===== src/rtl/rto_pkg.sv =====
package rto_pkg;
  localparam int unsigned ADDR_W = 7;
  localparam int unsigned BYTE_W = 8;

  typedef enum logic [2:0] {
    ST_IDLE,
    ST_BRK,
    ST_CMD,
    ST_WDAT,
    ST_RD
  } rto_state_e;
endpackage


===== src/rtl/rto_tx.sv =====
module rto_tx #(
  parameter int unsigned T_CYC  = 40,
  parameter int unsigned T_STRT = 4,
  parameter int unsigned T_ZERO = 24,
  parameter int unsigned T_BRK  = 64,
  parameter int unsigned T_BRKR = 16
) (
  input  logic       clk_i,
  input  logic       rst_ni,
  input  logic       start_i,
  input  logic       brk_i,
  input  logic [7:0] byte_i,
  output logic       pd_o,
  output logic       done_o
);
  localparam int unsigned T_BRKT = T_BRK + T_BRKR;
  localparam int unsigned T_MAX  = (T_CYC > T_BRKT) ? T_CYC : T_BRKT;
  localparam int unsigned CW     = $clog2(T_MAX + 1);
  localparam logic [CW-1:0] CYC_END = CW'(T_CYC - 1);
  localparam logic [CW-1:0] BRK_END = CW'(T_BRKT - 1);
  localparam logic [CW-1:0] STRT_L  = CW'(T_STRT);
  localparam logic [CW-1:0] ZERO_L  = CW'(T_ZERO);
  localparam logic [CW-1:0] BRK_L   = CW'(T_BRK);

  logic          busy_q, brk_q, done_q;
  logic [CW-1:0] cnt_q;
  logic [2:0]    idx_q;
  logic [7:0]    sr_q;

  always_comb begin
    if (!busy_q)    pd_o = 1'b0;
    else if (brk_q) pd_o = cnt_q < BRK_L;
    else            pd_o = (cnt_q < STRT_L) || (!sr_q[0] && cnt_q < ZERO_L);
  end

  always_ff @(posedge clk_i or negedge rst_ni) begin
    if (!rst_ni) begin
      busy_q <= 1'b0;
      brk_q  <= 1'b0;
      done_q <= 1'b0;
      cnt_q  <= '0;
      idx_q  <= '0;
      sr_q   <= '0;
    end else begin
      done_q <= 1'b0;
      if (start_i && !busy_q) begin
        busy_q <= 1'b1;
        brk_q  <= brk_i;
        cnt_q  <= '0;
        idx_q  <= '0;
        sr_q   <= byte_i;
      end else if (busy_q) begin
        if (brk_q) begin
          if (cnt_q == BRK_END) begin
            busy_q <= 1'b0;
            done_q <= 1'b1;
          end else begin
            cnt_q <= cnt_q + 1'b1;
          end
        end else if (cnt_q == CYC_END) begin
          cnt_q <= '0;
          sr_q  <= {1'b0, sr_q[7:1]};  // LSB first
          idx_q <= idx_q + 3'd1;
          if (idx_q == 3'd7) begin
            busy_q <= 1'b0;
            done_q <= 1'b1;
          end
        end else begin
          cnt_q <= cnt_q + 1'b1;
        end
      end
    end
  end

  assign done_o = done_q;

  assert_start_pulls_low_R2: assert property (@(posedge clk_i) disable iff (!rst_ni)
    (start_i && !busy_q) |=> pd_o);
endmodule


===== src/rtl/rto_rx.sv =====
module rto_rx #(
  parameter int unsigned RX_THR = 12,
  parameter int unsigned RX_TMO = 60
) (
  input  logic       clk_i,
  input  logic       rst_ni,
  input  logic       start_i,
  input  logic       line_i,
  output logic       done_o,
  output logic       err_o,
  output logic [7:0] byte_o
);
  localparam int unsigned CW = $clog2(RX_TMO + 1);
  localparam logic [CW-1:0] THR_L   = CW'(RX_THR);
  localparam logic [CW-1:0] TMO_END = CW'(RX_TMO - 1);

  logic          s1_q, s2_q;
  logic          act_q, low_q, done_q, err_q;
  logic [CW-1:0] cnt_q;
  logic [2:0]    n_q;
  logic [7:0]    sr_q;

  // two-flop synchronizer, idle level high
  always_ff @(posedge clk_i or negedge rst_ni) begin
    if (!rst_ni) begin
      s1_q <= 1'b1;
      s2_q <= 1'b1;
    end else begin
      s1_q <= line_i;
      s2_q <= s1_q;
    end
  end

  // cnt_q runs from the last falling edge (or read start) through the bit
  always_ff @(posedge clk_i or negedge rst_ni) begin
    if (!rst_ni) begin
      act_q  <= 1'b0;
      low_q  <= 1'b0;
      done_q <= 1'b0;
      err_q  <= 1'b0;
      cnt_q  <= '0;
      n_q    <= '0;
      sr_q   <= '0;
    end else begin
      done_q <= 1'b0;
      err_q  <= 1'b0;
      if (start_i) begin
        act_q <= 1'b1;
        low_q <= 1'b0;
        cnt_q <= '0;
        n_q   <= '0;
      end else if (act_q) begin
        if (cnt_q == TMO_END) begin
          act_q <= 1'b0;
          err_q <= 1'b1;
        end else if (!low_q) begin
          if (!s2_q) begin
            low_q <= 1'b1;
            cnt_q <= {{(CW-1){1'b0}}, 1'b1};
          end else begin
            cnt_q <= cnt_q + 1'b1;
          end
        end else if (s2_q) begin
          sr_q  <= {cnt_q < THR_L, sr_q[7:1]};
          n_q   <= n_q + 3'd1;
          low_q <= 1'b0;
          cnt_q <= cnt_q + 1'b1;
          if (n_q == 3'd7) begin
            act_q  <= 1'b0;
            done_q <= 1'b1;
          end
        end else begin
          cnt_q <= cnt_q + 1'b1;
        end
      end
    end
  end

  assign done_o = done_q;
  assign err_o  = err_q;
  assign byte_o = sr_q;

  assert_single_outcome_R7: assert property (@(posedge clk_i) disable iff (!rst_ni)
    !(done_o && err_o));
endmodule


===== src/rtl/rto_host_ctrl.sv =====
module rto_host_ctrl
  import rto_pkg::*;
#(
  parameter int unsigned T_CYC  = 40,
  parameter int unsigned T_STRT = 4,
  parameter int unsigned T_ZERO = 24,
  parameter int unsigned T_BRK  = 64,
  parameter int unsigned T_BRKR = 16,
  parameter int unsigned RX_THR = 12,
  parameter int unsigned RX_TMO = 60
) (
  input  logic              clk_i,
  input  logic              rst_ni,
  input  logic              req_i,
  input  logic              wr_i,
  input  logic [ADDR_W-1:0] addr_i,
  input  logic [BYTE_W-1:0] wdata_i,
  input  logic              brk_i,
  input  logic              verify_i,
  output logic              ack_o,
  output logic [BYTE_W-1:0] rdata_o,
  output logic              err_o,
  output logic              mismatch_o,
  input  logic              line_i,
  output logic              line_pd_o
);
  rto_state_e        st_q;
  logic              wr_q, verify_q, vphase_q;
  logic [ADDR_W-1:0] addr_q;
  logic [BYTE_W-1:0] wdata_q, tx_byte_q, rdata_q;
  logic              tx_start_q, tx_brk_q, rx_start_q;
  logic              ack_q, err_q, mism_q;
  logic              tx_done, rx_done, rx_err;
  logic [BYTE_W-1:0] rx_byte;

  rto_tx #(
    .T_CYC (T_CYC),
    .T_STRT(T_STRT),
    .T_ZERO(T_ZERO),
    .T_BRK (T_BRK),
    .T_BRKR(T_BRKR)
  ) u_tx (
    .clk_i  (clk_i),
    .rst_ni (rst_ni),
    .start_i(tx_start_q),
    .brk_i  (tx_brk_q),
    .byte_i (tx_byte_q),
    .pd_o   (line_pd_o),
    .done_o (tx_done)
  );

  rto_rx #(
    .RX_THR(RX_THR),
    .RX_TMO(RX_TMO)
  ) u_rx (
    .clk_i  (clk_i),
    .rst_ni (rst_ni),
    .start_i(rx_start_q),
    .line_i (line_i),
    .done_o (rx_done),
    .err_o  (rx_err),
    .byte_o (rx_byte)
  );

  always_ff @(posedge clk_i or negedge rst_ni) begin
    if (!rst_ni) begin
      st_q       <= ST_IDLE;
      wr_q       <= 1'b0;
      verify_q   <= 1'b0;
      vphase_q   <= 1'b0;
      addr_q     <= '0;
      wdata_q    <= '0;
      tx_byte_q  <= '0;
      tx_start_q <= 1'b0;
      tx_brk_q   <= 1'b0;
      rx_start_q <= 1'b0;
      ack_q      <= 1'b0;
      rdata_q    <= '0;
      err_q      <= 1'b0;
      mism_q     <= 1'b0;
    end else begin
      tx_start_q <= 1'b0;
      rx_start_q <= 1'b0;
      ack_q      <= 1'b0;
      unique case (st_q)
        ST_IDLE: if (req_i) begin
          wr_q       <= wr_i;
          addr_q     <= addr_i;
          wdata_q    <= wdata_i;
          verify_q   <= verify_i & wr_i;
          vphase_q   <= 1'b0;
          tx_start_q <= 1'b1;
          tx_brk_q   <= brk_i;
          tx_byte_q  <= {wr_i, addr_i};
          st_q       <= brk_i ? ST_BRK : ST_CMD;
        end
        ST_BRK: if (tx_done) begin
          st_q       <= ST_CMD;
          tx_start_q <= 1'b1;
          tx_brk_q   <= 1'b0;
          tx_byte_q  <= {wr_q, addr_q};
        end
        ST_CMD: if (tx_done) begin
          if (wr_q && !vphase_q) begin
            st_q       <= ST_WDAT;
            tx_start_q <= 1'b1;
            tx_byte_q  <= wdata_q;
          end else begin
            st_q       <= ST_RD;
            rx_start_q <= 1'b1;
          end
        end
        ST_WDAT: if (tx_done) begin
          if (verify_q) begin
            vphase_q   <= 1'b1;
            st_q       <= ST_CMD;
            tx_start_q <= 1'b1;
            tx_byte_q  <= {1'b0, addr_q};
          end else begin
            st_q   <= ST_IDLE;
            ack_q  <= 1'b1;
            err_q  <= 1'b0;
            mism_q <= 1'b0;
          end
        end
        ST_RD: if (rx_err) begin
          st_q   <= ST_IDLE;
          ack_q  <= 1'b1;
          err_q  <= 1'b1;
          mism_q <= 1'b0;
        end else if (rx_done) begin
          st_q    <= ST_IDLE;
          ack_q   <= 1'b1;
          err_q   <= 1'b0;
          rdata_q <= rx_byte;
          mism_q  <= vphase_q && (rx_byte != wdata_q);
        end
        default: st_q <= ST_IDLE;
      endcase
    end
  end

  assign ack_o      = ack_q;
  assign rdata_o    = rdata_q;
  assign err_o      = err_q;
  assign mismatch_o = mism_q;

  assert_idle_release_R6: assert property (@(posedge clk_i) disable iff (!rst_ni)
    (st_q == ST_IDLE) |-> !line_pd_o);
  assert_rd_release_R6: assert property (@(posedge clk_i) disable iff (!rst_ni)
    (st_q == ST_RD) |-> !line_pd_o);
  assert_ack_pulse_R9: assert property (@(posedge clk_i) disable iff (!rst_ni)
    ack_o |=> !ack_o);
  assert_err_hold_R9: assert property (@(posedge clk_i) disable iff (!rst_ni)
    !$stable(err_o) |-> ack_o);
  assert_rdata_hold_R9: assert property (@(posedge clk_i) disable iff (!rst_ni)
    !$stable(rdata_o) |-> ack_o);
  assert_err_no_mismatch_R8: assert property (@(posedge clk_i) disable iff (!rst_ni)
    (ack_o && err_o) |-> !mismatch_o);
endmodule


===== config.mk =====
export PLATFORM = sky130hd
export DESIGN_NAME = rto_host_ctrl
export DESIGN_NICKNAME = d
export VERILOG_FILES = /design/src/rtl/rto_pkg.sv /design/src/rtl/rto_tx.sv /design/src/rtl/rto_rx.sv /design/src/rtl/rto_host_ctrl.sv
export SDC_FILE = /design/constraint.sdc
export NUM_CORES = 1
export LEC_CHECK = 0
export CELL_PAD_IN_SITES_DETAIL_PLACEMENT = 1
export CELL_PAD_IN_SITES_GLOBAL_PLACEMENT = 1
export CORE_MARGIN = 2
export CORE_UTILIZATION = 25
export CTS_CLUSTER_SIZE = 25
export DETAILED_ROUTE_END_ITERATION = 6
export DONT_BUFFER_PORTS = 1
export PLACE_DENSITY = 0.56
export SYNTH_ARGS = -nofsm -noshare
export SYNTH_HDL_FRONTEND = slang
export SYNTH_HIERARCHICAL = 1
export SYNTH_SLANG_ARGS = --single-unit

===== constraint.sdc =====
create_clock -name clk_i -period 2.17 [get_ports clk_i]
set_input_delay 0.651 -clock clk_i [delete_from_list [all_inputs] [get_ports clk_i]]
set_output_delay 0.651 -clock clk_i [all_outputs]
set_load 0.005 [all_outputs]

==> results of run 1 <==
-- critical path: stages (launching register included) --
cell,delay (ns)
dfrtp_2,0.45
or2_4,0.30
nor2_1,0.10
o21bai_1,0.08
a21oi_2,0.16
-- kinds of logic after synthesis --
family | after synthesis | synth area share (%)
simple gates | 113 | 14.5
flops | 87 | 51.2
compound gates | 75 | 13.3
mux | 51 | 14.7
buf+inv | 26 | 2.82
xor+xnor | 8 | 1.65
fa+ha+maj | 6 | 1.76
-- cell usage in the layout (no fill, tap or decap), drive strengths merged, types with 8 or more instances in the layout --
| cell | count |
|---|---|
| dfrtp | 85 |
| nand2 | 49 |
| clkbuf | 9 |
| xnor2 | 8 |
| mux2 | 43 |
| mux2i | 8 |
| inv | 15 |
| nor2b | 8 |
| o21ai | 20 |
| buf | 10 |
| a22oi | 13 |
| nor2 | 15 |
-- flip-flops by register name (all words and copies together) (netlist names), 3 cells and up --
name	count
wdata_q	8
rdata_o	8
addr_q	7
u_tx/sr_q	8
st_q	3
u_rx/n_q	3
u_rx/byte_o	8
u_tx/idx_q	3
tx_byte_q	8
u_rx/cnt_q	6
u_tx/cnt_q	7
-- what timing repair did --
item / 4_1_cts / 5_1_grt
gates resized for setup: 1 / 3
cloned: 0 / 0
hold buffers: 1 / 4
setup endpoints to repair: 1 / 1
endpoints found under the hold margin: 17 / 15
-- power groups by stage --
| stage | sequential, mW | clock (mW) | combinational [mW] |
|---|---|---|---|
| 5_1_grt | 1.62 | 1.59 | 0.0603 |
| 3_3_place_gp | 1.66 | 0 | 0.00805 |
| 4_1_cts | 1.63 | 1.51 | 0.0171 |
| 2_1_floorplan | 1.66 | 0 | 0.00627 |
| 6_report | 1.63 | 1.46 | 0.0518 |
| 3_5_place_dp | 1.66 | 0 | 0.00858 |
-- routing by layer --
metal | share of wire (%) | global-route usage [%] | up-vias
met5 | 0 | 0 | -
met4 | 0.94 | 2.34 | 0
met3 | 3.6 | 3.51 | 9
met2 | 48 | 18.5 | 36
met1 | 47 | 15.2 | 1446
li1 | - | - | 1347
-- synthesized netlist by cell type (all sizes together), types with 3 or more instances --
library cell  count  area (um2)
o21bai            3        22.5
a21oi             6        30.0
a211oi            4        60.1
nand2b            6        37.5
inv              12        45.0
buf               7        48.8
dfrtp            85        2130
nor2b             8        50.1
o21ai            20         111
xnor2             8        70.1
nand2            49         191
clkbuf            6        22.5
nor2             15        56.3
nand3b            3        22.5
nor4              4        46.3
and2              3        21.3
a21o              4        30.0
and3              4        25.0
nand3             5        25.0
mux2i             8        80.1
a22oi            13        97.6
o31ai             3        22.5
ha                6        75.1
mux2             43         544
-- layout make-up --
type	count	share of cell area (%)
diodes	1	0.0513
clock buffers	9	4.62
clock inverters	7	1.13
inverters	13	1.00
multi-input cells	253	40.2
flip-flops and latches	87	44.7
well taps	220	5.64
repair buffers	14	2.62
-- how the worst max path moves through the flow --
stage	slack, ns	to
final	0.1	line_pd_o
after global routing	0.002	line_pd_o
after CTS	0.01	line_pd_o
after detailed placement	0.20	u_rx/byte_o[4]
after global placement	0.26	u_rx/byte_o[0]
after floorplan	0.33	u_rx/byte_o[0]
-- per-stage QoR --
stage | hold slack [ns] | setup slack, ns
final | 0.148 | 0.0959
after global routing | 0.139 | 0.00150
after CTS | 0.0000829 | 0.0148
after detailed placement | 0.349 | 0.204
after global placement | 0.348 | 0.260
after floorplan | 0.345 | 0.328
==> out/qor.yml, run 1 <==
floorplanning:
  core_area_um2: 16600
  die_y_um: 134
  die_area_um2: 18100
  initial_core_util_pct: 25.7
  die_w_um: 134
  rows: 47
  ios: 34
power:
  power_density_nw_per_um2: 644
  leakage_nw: 2.15
  peakVddDrop_mv: 0.365
  power.total_mw: 3.14
  combPwrFrac_pct: 1.7
  p_int_mw: 2.43
  swShare_pct: 22.7
  power.switching_mw: 0.714
  p_clk_share_pct: 46.6
  pwr-share-seq_pct: 51.8
finish:
  multi_input_area_um2: 1960
  design_area_um2: 4880
  drive_above_1_share_pct: 18.8
  fin_util_pct: 29.4
  nNetsFinal: 406
  syn2layout_area_growth_pct: 14.6
  stdcell_count: 604
  nFillCells: 1860
  regArea_um2: 2180
logic_synthesis:
  yosys_most_used_dff: "dfrtp_1"
  synth_cell_type_count: 69
  ys_warn_count: 6
  ys_seq_elements: 87
  syn_avg_cell_area_um2: 11.6
  synth_edf_count: 0
  synth_nets: 394
  synth-seq-area-share_pct: 51.2
  synth_cells: 366
  ys_async_sr_fraction_pct: 100
  syn_area_um2: 4250
placed_design:
  hpwl_um: 6980
  place_area_um2: 4530
  place_inst: 582
  io_buffers: 0
  gp_congestion: 0.745
detailed_routing:
  vias_per_cell: 4.70
  drt_iter0_drc: 122
  routed_wl_um: 10100
  drc: 0
  drtPass1Iterations: 4
  wire_per_inst_um: 16.6
  dr_total_vias: 2838
  ant_nets: 0
timing:
  rsz0062_at_grt: "no"
  max_slew.worst_pin.slew_ns: 0.910
  finalHoldViolations: 0
  finalSetupViolCount: 0
  min_period_ns: 2.07
  relSlewSlack_pct: 39.1
  final.period_utilization_pct: 95.6
  drv_slew: 0
  skew_ns: 0.00881
  max_freq_mhz: 482
  setup_tns_ns: 0
cts:
  cts_htree_levels: 3
  clk_pin_slew_ns: 0.06
  clk_path_buf_depth: 2
  root_buffer: "clkbuf_16"
  clkSinkCount: 87
  post_cts.repair.setup_buffers: 0
  numCtsBuffers: 9
  cts_tree: "built"
  clock_latency_ns: 0.33
run_status:
  status: "finished clean"
setup_path:
  regToRegStartpoint: "u_rx/cnt_q[0]"
  path_max_fanout: 7
  cp-end-kind: "output port"
  critical_path_arrival_ns: 1.42
  start_kind: "register"
  setup.worst_path.start: "u_tx/cnt_q[3]"
  r2r_slack_ns: 0.21
  cp_data_required_time_ns: 1.52
  path_class: "reg -> out"
  r2r-end: "u_rx/byte_o[4]"
  r2r_cells: 4
global_routing:
  grt_pass1_vias: 3016
  antenna_found_initial: 1
  grt_remaining_overflow: 0
  grt_pass1_wl_um: 16500
  grt_max_degree: 72
  grt_use_total_pct: 11.5
run:
  drv_cap: 0
worst_hold_path:
  hold_path.class: "in -> async"
Note: power is estimated with default switching activity, not from simulation.
==> run 2: changes to the inputs <==
--- a/config.mk
+++ b/config.mk
@@ -5,13 +5,15 @@
 export SDC_FILE = /design/constraint.sdc
 export NUM_CORES = 1
 export LEC_CHECK = 0
+export CAP_MARGIN = 15
 export CELL_PAD_IN_SITES_DETAIL_PLACEMENT = 1
 export CELL_PAD_IN_SITES_GLOBAL_PLACEMENT = 1
-export CORE_MARGIN = 2
+export CORE_MARGIN = 3
 export CORE_UTILIZATION = 25
 export CTS_CLUSTER_SIZE = 25
 export DETAILED_ROUTE_END_ITERATION = 6
 export DONT_BUFFER_PORTS = 1
+export GPL_ROUTABILITY_DRIVEN = 0
 export PLACE_DENSITY = 0.56
 export SYNTH_ARGS = -nofsm -noshare
 export SYNTH_HDL_FRONTEND = slang
==> out/qor.yml, run 2 (synthesized netlist as in run 1, its figures left out) <==
setup_path:
  path_class: "reg -> out"
  path_max_fanout: 7  # unchanged
  critical_path_arrival_ns: 1.45  # +0.03 ns
  cp_data_required_time_ns: 1.52  # about the same
  path_cells: "or2_4 -> nor2_1 -> o21bai_1 -> a21oi_1"
  critPathMaxStageDelay_ns: 0.45  # about the same
  start_kind: "register"
  cp_slowest_cell: "dfrtp_2"
  cp-end-kind: "output port"
cts:
  numCtsBuffers: 9  # unchanged
  clock_latency_ns: 0.34  # about the same
  clkSinkCount: 87  # unchanged
  root_buffer: "clkbuf_16"
  post_cts.repair.setup_buffers: 0  # unchanged
  clk_path_buf_depth: 2  # unchanged
  cts_tree: "built"
  clk_pin_slew_ns: 0.07  # about the same
  cts_htree_levels: 3  # unchanged
timing:
  max_freq_mhz: 477  # -1.1%
  min_period_ns: 2.10  # +0.0236 ns
  final.period_utilization_pct: 96.7  # +1.1 points
  rsz0062_at_grt: "no"
  max_slew.worst_pin.slew_ns: 0.627  # -0.283 ns
  finalHoldViolations: 0  # unchanged
  finalSetupViolCount: 0  # unchanged
  relSlewSlack_pct: 58.1  # +19 points
  skew_ns: 0.00885  # +0.0000363 ns
  drv_slew: 0  # unchanged
  setup_tns_ns: 0  # unchanged
placed_design:
  io_buffers: 0  # unchanged
  place_area_um2: 4530  # unchanged
  hpwl_um: 6910  # -0.88%
finish:
  final_cell_mix: "dfrtp_1, nand2_1, mux2_4, mux2_1"
  drive_above_1_share_pct: 19.1  # +0.31 points
  nNetsFinal: 405  # -0.25%
  nFillCells: 1848  # -0.65%
  design_area_um2: 4900  # +0.44%
  final_common_cell: "dfrtp_1"
  syn2layout_area_growth_pct: 15.1
  diodes: 0  # -1
  fin_util_pct: 29.4  # about the same
detailed_routing:
  routed_wl_um: 10000  # -0.53%
  drt_iter0_drc: 83  # -32%
  drtPass1Iterations: 4  # unchanged
  vias_per_cell: 4.67  # -0.52%
  ant_nets: 0  # unchanged
  dr_total_vias: 2814  # -0.85%
  drc: 0  # unchanged
  wire_per_inst_um: 16.6  # -0.20%
floorplanning:
  die_y_um: 136  # +1.5%
  rows: 47  # unchanged
  core_area_um2: 16600  # +0.35%
  die_w_um: 136  # +1.5%
  die_area_um2: 18600  # +3.0%
  initial_core_util_pct: 25.6  # -0.091 points
  ios: 34  # unchanged
power:
  power_density_nw_per_um2: 648  # +0.58%
  peakVddDrop_mv: 0.345  # -5.5%
  leakage_nw: 2.17  # +0.74%
global_routing:
  grt_pass1_vias: 2979  # -1.2%
  grt_max_degree: 67  # -6.9%
  antenna_found_initial: 1  # unchanged
  grt_remaining_overflow: 0  # unchanged
  grt_use_total_pct: 10.9  # -0.60 points
  grt_pass1_wl_um: 15900  # -3.7%
worst_hold_path:
  hold_path.class: "in -> async"
run_status:
  status: "finished clean"
run:
  drv_cap: 0  # unchanged
[run 2: repair_timing]
item | CTS | global route
gates resized for setup | 1 | 2
hold endpoints to repair | 22 | 35
pin swaps | 0 | 0
hold buffers | 1 | 2
endpoints found under the setup margin | 1 | 1
[run 2: through the flow]
step                total power, mW  instances  hold WS, ns  setup WS (ns)
floorplan                      1.66        366        0.345          0.328
global placement               1.66        582        0.351          0.256
finish                         3.17        602        0.148         0.0723
CTS                            3.19        599     0.000278         0.0439
detailed placement             1.67        582        0.350          0.205
global route                   3.31        602        0.128        0.00793
[run 2: layer usage]
metal	routed length (um)	share of wire (%)	vias to the layer above	GRT usage (%)
met5	13	0.13	-	0
met4	76	0.76	2	2.46
met3	456	4.6	10	3.63
met2	4870	49	33	18.2
met1	4580	46	1430	13.6
li1	-	-	1339	-
[run 2: final timing paths]
| check | slack (ns) | cells past startpoint | start | endpoint |
|---|---|---|---|---|
| setup reg to reg | 0.18 | 4 | u_rx/cnt_q[0] | u_rx/byte_o[0] |
| hold reg to reg | 0.36 | 0 | u_rx/s1_q | u_rx/s2_q |
| hold / removal | 0.15 | 1 | rst_ni | u_rx/cnt_q[4] |
| min in group clk_i | 0.30 | 0 | line_i | u_rx/s1_q |
| max in group asynchronous | 1.19 | 2 | rst_ni | u_tx/cnt_q[3] |
| setup / recovery | 0.07 | 4 | u_tx/cnt_q[3] | line_pd_o |
[run 2: cell type report]
class                           instances  area (um2)  share of cell area (%)
Timing Repair Buffer                   13         143                    2.91
Inverter                               13        48.8                   0.996
Clock inverter                          5        40.0                   0.817
Tap cell                              220         275                    5.62
Clock buffer                           11         253                    5.16
Sequential cell                        87        2180                    44.5
Multi-Input combinational cell        253        1960                    39.9
[run 2: worst max-delay path, delay by kind of cell, from the launching register on]
| kind | cells | cell delay [ns] |
|---|---|---|
| AOI/OAI and AO/OA | 2 | 0.26 |
| DFF | 1 | 0.45 |
| and+or+nand+nor | 2 | 0.40 |
[run 2: where the power goes]
| group | switching (mW) | internal, mW |
|---|---|---|
| Combinational | 0.0386 | 0.0165 |
| Sequential | 0.00128 | 1.62 |
| Clock | 0.645 | 0.847 |
==> run 3: changes to the inputs <==
--- a/config.mk
+++ b/config.mk
@@ -5,6 +5,7 @@
 export SDC_FILE = /design/constraint.sdc
 export NUM_CORES = 1
 export LEC_CHECK = 0
+export ABC_AREA = 1
 export CAP_MARGIN = 15
 export CELL_PAD_IN_SITES_DETAIL_PLACEMENT = 1
 export CELL_PAD_IN_SITES_GLOBAL_PLACEMENT = 1
@@ -14,7 +15,7 @@
 export DETAILED_ROUTE_END_ITERATION = 6
 export DONT_BUFFER_PORTS = 1
 export GPL_ROUTABILITY_DRIVEN = 0
-export PLACE_DENSITY = 0.56
+export PLACE_DENSITY_LB_ADDON = 0.1
 export SYNTH_ARGS = -nofsm -noshare
 export SYNTH_HDL_FRONTEND = slang
 export SYNTH_HIERARCHICAL = 1
==> constraint.sdc (replaced) <==
create_clock -name clk_i -period 2.17 [get_ports clk_i]
set_input_delay 0.651 -clock clk_i [delete_from_list [all_inputs] [get_ports clk_i]]
set_output_delay 0.651 -clock clk_i [all_outputs]
set_load 0.02 [all_outputs]
==> out/qor.yml, run 3 <==
setup_path:
  r2r-end: "u_tx/cnt_q[4]"
  cp-end-kind: "output port"
  start_kind: "register"
  path_cells: "nor2_4 -> nand2_1 -> o21ai_1 -> nand2_1 -> a21oi_1 -> buf_4"
  cp_slowest_cell: "dfrtp_2"
  path_common_cell: "nand2_1"
  path_class: "reg -> out"
  cp_data_required_time_ns: 1.52  # about the same
  r2r_slack_ns: 0.58  # +0.40 ns
  regToRegStartpoint: "u_tx/cnt_q[0]"
  path_max_fanout: 4  # -3
  critPathMaxStageDelay_ns: 0.45  # about the same
  crit_end: "line_pd_o"
  r2r_cells: 6  # +2
  setup.worst_path.start: "u_tx/cnt_q[3]"
  critical_path_arrival_ns: 1.39  # -0.06 ns
cts:
  root_buffer: "clkbuf_16"
  numCtsBuffers: 9  # unchanged
  clock_latency_ns: 0.34  # about the same
  clkSinkCount: 87  # unchanged
  cts_tree: "built"
  clk_pin_slew_ns: 0.07  # about the same
  cts_htree_levels: 3  # unchanged
  clk_path_buf_depth: 2  # unchanged
timing:
  finalHoldViolations: 0  # unchanged
  relSlewSlack_pct: 62.1  # +4.0 points
  drv_slew: 0  # unchanged
  final.period_utilization_pct: 94.3  # -2.4 points
  min_period_ns: 2.05  # -0.0524 ns
  finalSetupViolCount: 0  # unchanged
  skew_ns: 0.00654  # -0.00231 ns
  setup_slack_ns: 0.125  # +0.0524 ns
  max_slew.worst_pin.slew_ns: 0.569  # -0.0582 ns
  max_freq_mhz: 489  # +2.6%
global_routing:
  grt_pass1_wl_um: 19300  # +21%
  grt_max_degree: 88  # +31%
  grt_remaining_overflow: 0  # unchanged
  grt_pass1_vias: 3678  # +23%
  grt_use_total_pct: 11.9  # +1.1 points
  antenna_found_initial: 0  # -1
logic_synthesis:
  syn_area_um2: 4580  # +7.7%
  synthTopCellsByArea: "dfrtp_1, nand2_1, nand3_1"
  ys_async_sr_fraction_pct: 100  # unchanged
  ys_warn_count: 6  # unchanged
  synth_cells: 553  # +51%
  synth.most_common_cell: "nand2_1"
  ys_seq_elements: 87  # unchanged
  yosys_most_used_dff: "dfrtp_1"
  yosysTopAreaCell: "dfrtp_1"
  yosysTopAreaCellShare_pct: 46.4  # -3.6 points
  syn_avg_cell_area_um2: 8.29  # -29%
  synth_cell_type_count: 36  # -48%
  synth_common_cells: "nand2_1, dfrtp_1, nand3_1, inv_1, nor2_1"
  synth-seq-area-share_pct: 47.6  # -3.7 points
  synth_edf_count: 0  # unchanged
  synth_nets: 581  # +47%
run:
  drv_cap: 0  # unchanged
run_status:
  status: "finished clean"
placed_design:
  hpwl_um: 7920  # +15%
  io_buffers: 0  # unchanged
  pre_cts_ws_ns: 0.415  # +0.210 ns
  place_area_um2: 4770  # +5.3%
  place_inst: 769  # +32%
finish:
  drive_above_1_share_pct: 16.2  # -2.9 points
  stdcell_count: 787  # +31%
  fin_util_pct: 29.3  # -0.12 points
  nNetsFinal: 585  # +44%
  syn2layout_area_growth_pct: 12.6
  diodes: 0  # unchanged
  final_common_cell: "nand2_1"
  nFillCells: 2110  # +14%
  final_cell_mix: "nand2_1, dfrtp_1, nand3_1"
  design_area_um2: 5160  # +5.3%
floorplanning:
  rows: 48  # +2.1%
  initial_core_util_pct: 26.0  # +0.48 points
  die_w_um: 141  # +3.6%
  die_area_um2: 20000  # +7.4%
  core_area_um2: 17600  # +5.7%
  ios: 34  # unchanged
  die_y_um: 141  # +3.6%
detailed_routing:
  drtPass1Iterations: 4  # unchanged
  drt_iter0_drc: 115  # +39%
  ant_nets: 0  # unchanged
  dr_total_vias: 3420  # +22%
  wire_per_inst_um: 14.1  # -15%
  vias_per_cell: 4.35  # -7.0%
  routed_wl_um: 11100  # +11%
  drc: 0  # unchanged
power:
  leakage_nw: 2.56  # +18%
  power_density_nw_per_um2: 696  # +7.5%
  peakVddDrop_mv: 0.415  # +20%
  power.total_mw: 3.59  # +13%
worst_hold_path:
  hold_path.class: "in -> async"
## run 3: changes by cell type after synthesis, sizes merged, moves of 17 or more
cell / previous run / this run
nor2: 15 / 33
inv: 12 / 61
mux2: 43 / 0
nand2: 49 / 218
o21ai: 20 / 37
nand3: 5 / 73
## run 3: how the worst min path moves through the flow
stage	from	endpoint	slack (ns)	cells after the start
after floorplan	u_rx/s1_q	u_rx/s2_q	0.35	0
after global placement	u_rx/s1_q	u_rx/s2_q	0.35	0
after detailed placement	u_rx/s1_q	u_rx/s2_q	0.35	0
after CTS	rst_ni	u_tx/idx_q[2]	-0.02	0
after global routing	rst_ni	u_tx/cnt_q[6]	-0.02	0
final	rst_ni	u_tx/cnt_q[6]	0.002	0
## run 3: report_power, final
group | switching (mW) | internal (mW)
registers | 0.0155 | 1.64
clock network | 0.670 | 1.22
logic | 0.0223 | 0.0176
total | 0.708 | 2.88
## run 3: routing by layer
layer  vias up  global-route usage [%]  routed length (um)
met5         -                       0                   0
met4         0                    2.42                  97
met3         5                    4.48                 523
met2        29                    19.4                5200
met1      1634                    15.3                5270
li1       1752                       -                   -
## run 3: cell families (layout without fill, tap and decap cells)
logic type / Yosys count / count (layout) / synth area share, %
xor+xnor: 11 / 11 / 2.10
simple gates: 330 / 330 / 34.0
buf+inv: 75 / 84 / 8.05
flops: 87 / 87 / 47.6
fa+ha+maj: 6 / 6 / 1.64
compound gates: 44 / 44 / 6.61
## run 3: worst max-delay path, delay by kind of cell, from the launching register on
family / cells / cell delay (ns)
flops: 1 / 0.45
simple gates: 3 / 0.25
compound gates: 2 / 0.20
buf+inv: 1 / 0.15
## run 3: layout make-up
cell class | instances | area [um2] | share of cell area (%)
Clock buffer | 12 | 267 | 5.17
Clock inverter | 4 | 98.8 | 1.92
Inverter | 62 | 240 | 4.66
Multi-Input combinational cell | 391 | 2040 | 39.6
Sequential cell | 87 | 2180 | 42.3
Tap cell | 225 | 282 | 5.46
Timing Repair Buffer | 6 | 45.0 | 0.873
## run 3: timing repair
item / CTS / global route
endpoints found under the hold margin: 85 / 76
setup buffers: 0 / 2
endpoints found under the setup margin: 0 / 1
resized for setup: 0 / 6
## run 3: per-stage QoR
| step | setup TNS, ns | hold slack (ns) |
|---|---|---|
| 3_5_place_dp | 0 | 0.348 |
| 4_1_cts | 0 | -0.0151 |
| 5_1_grt | -0.00295 | -0.0244 |
| 3_3_place_gp | 0 | 0.346 |
| 2_1_floorplan | 0 | 0.345 |
| 6_report | 0 | 0.00151 |
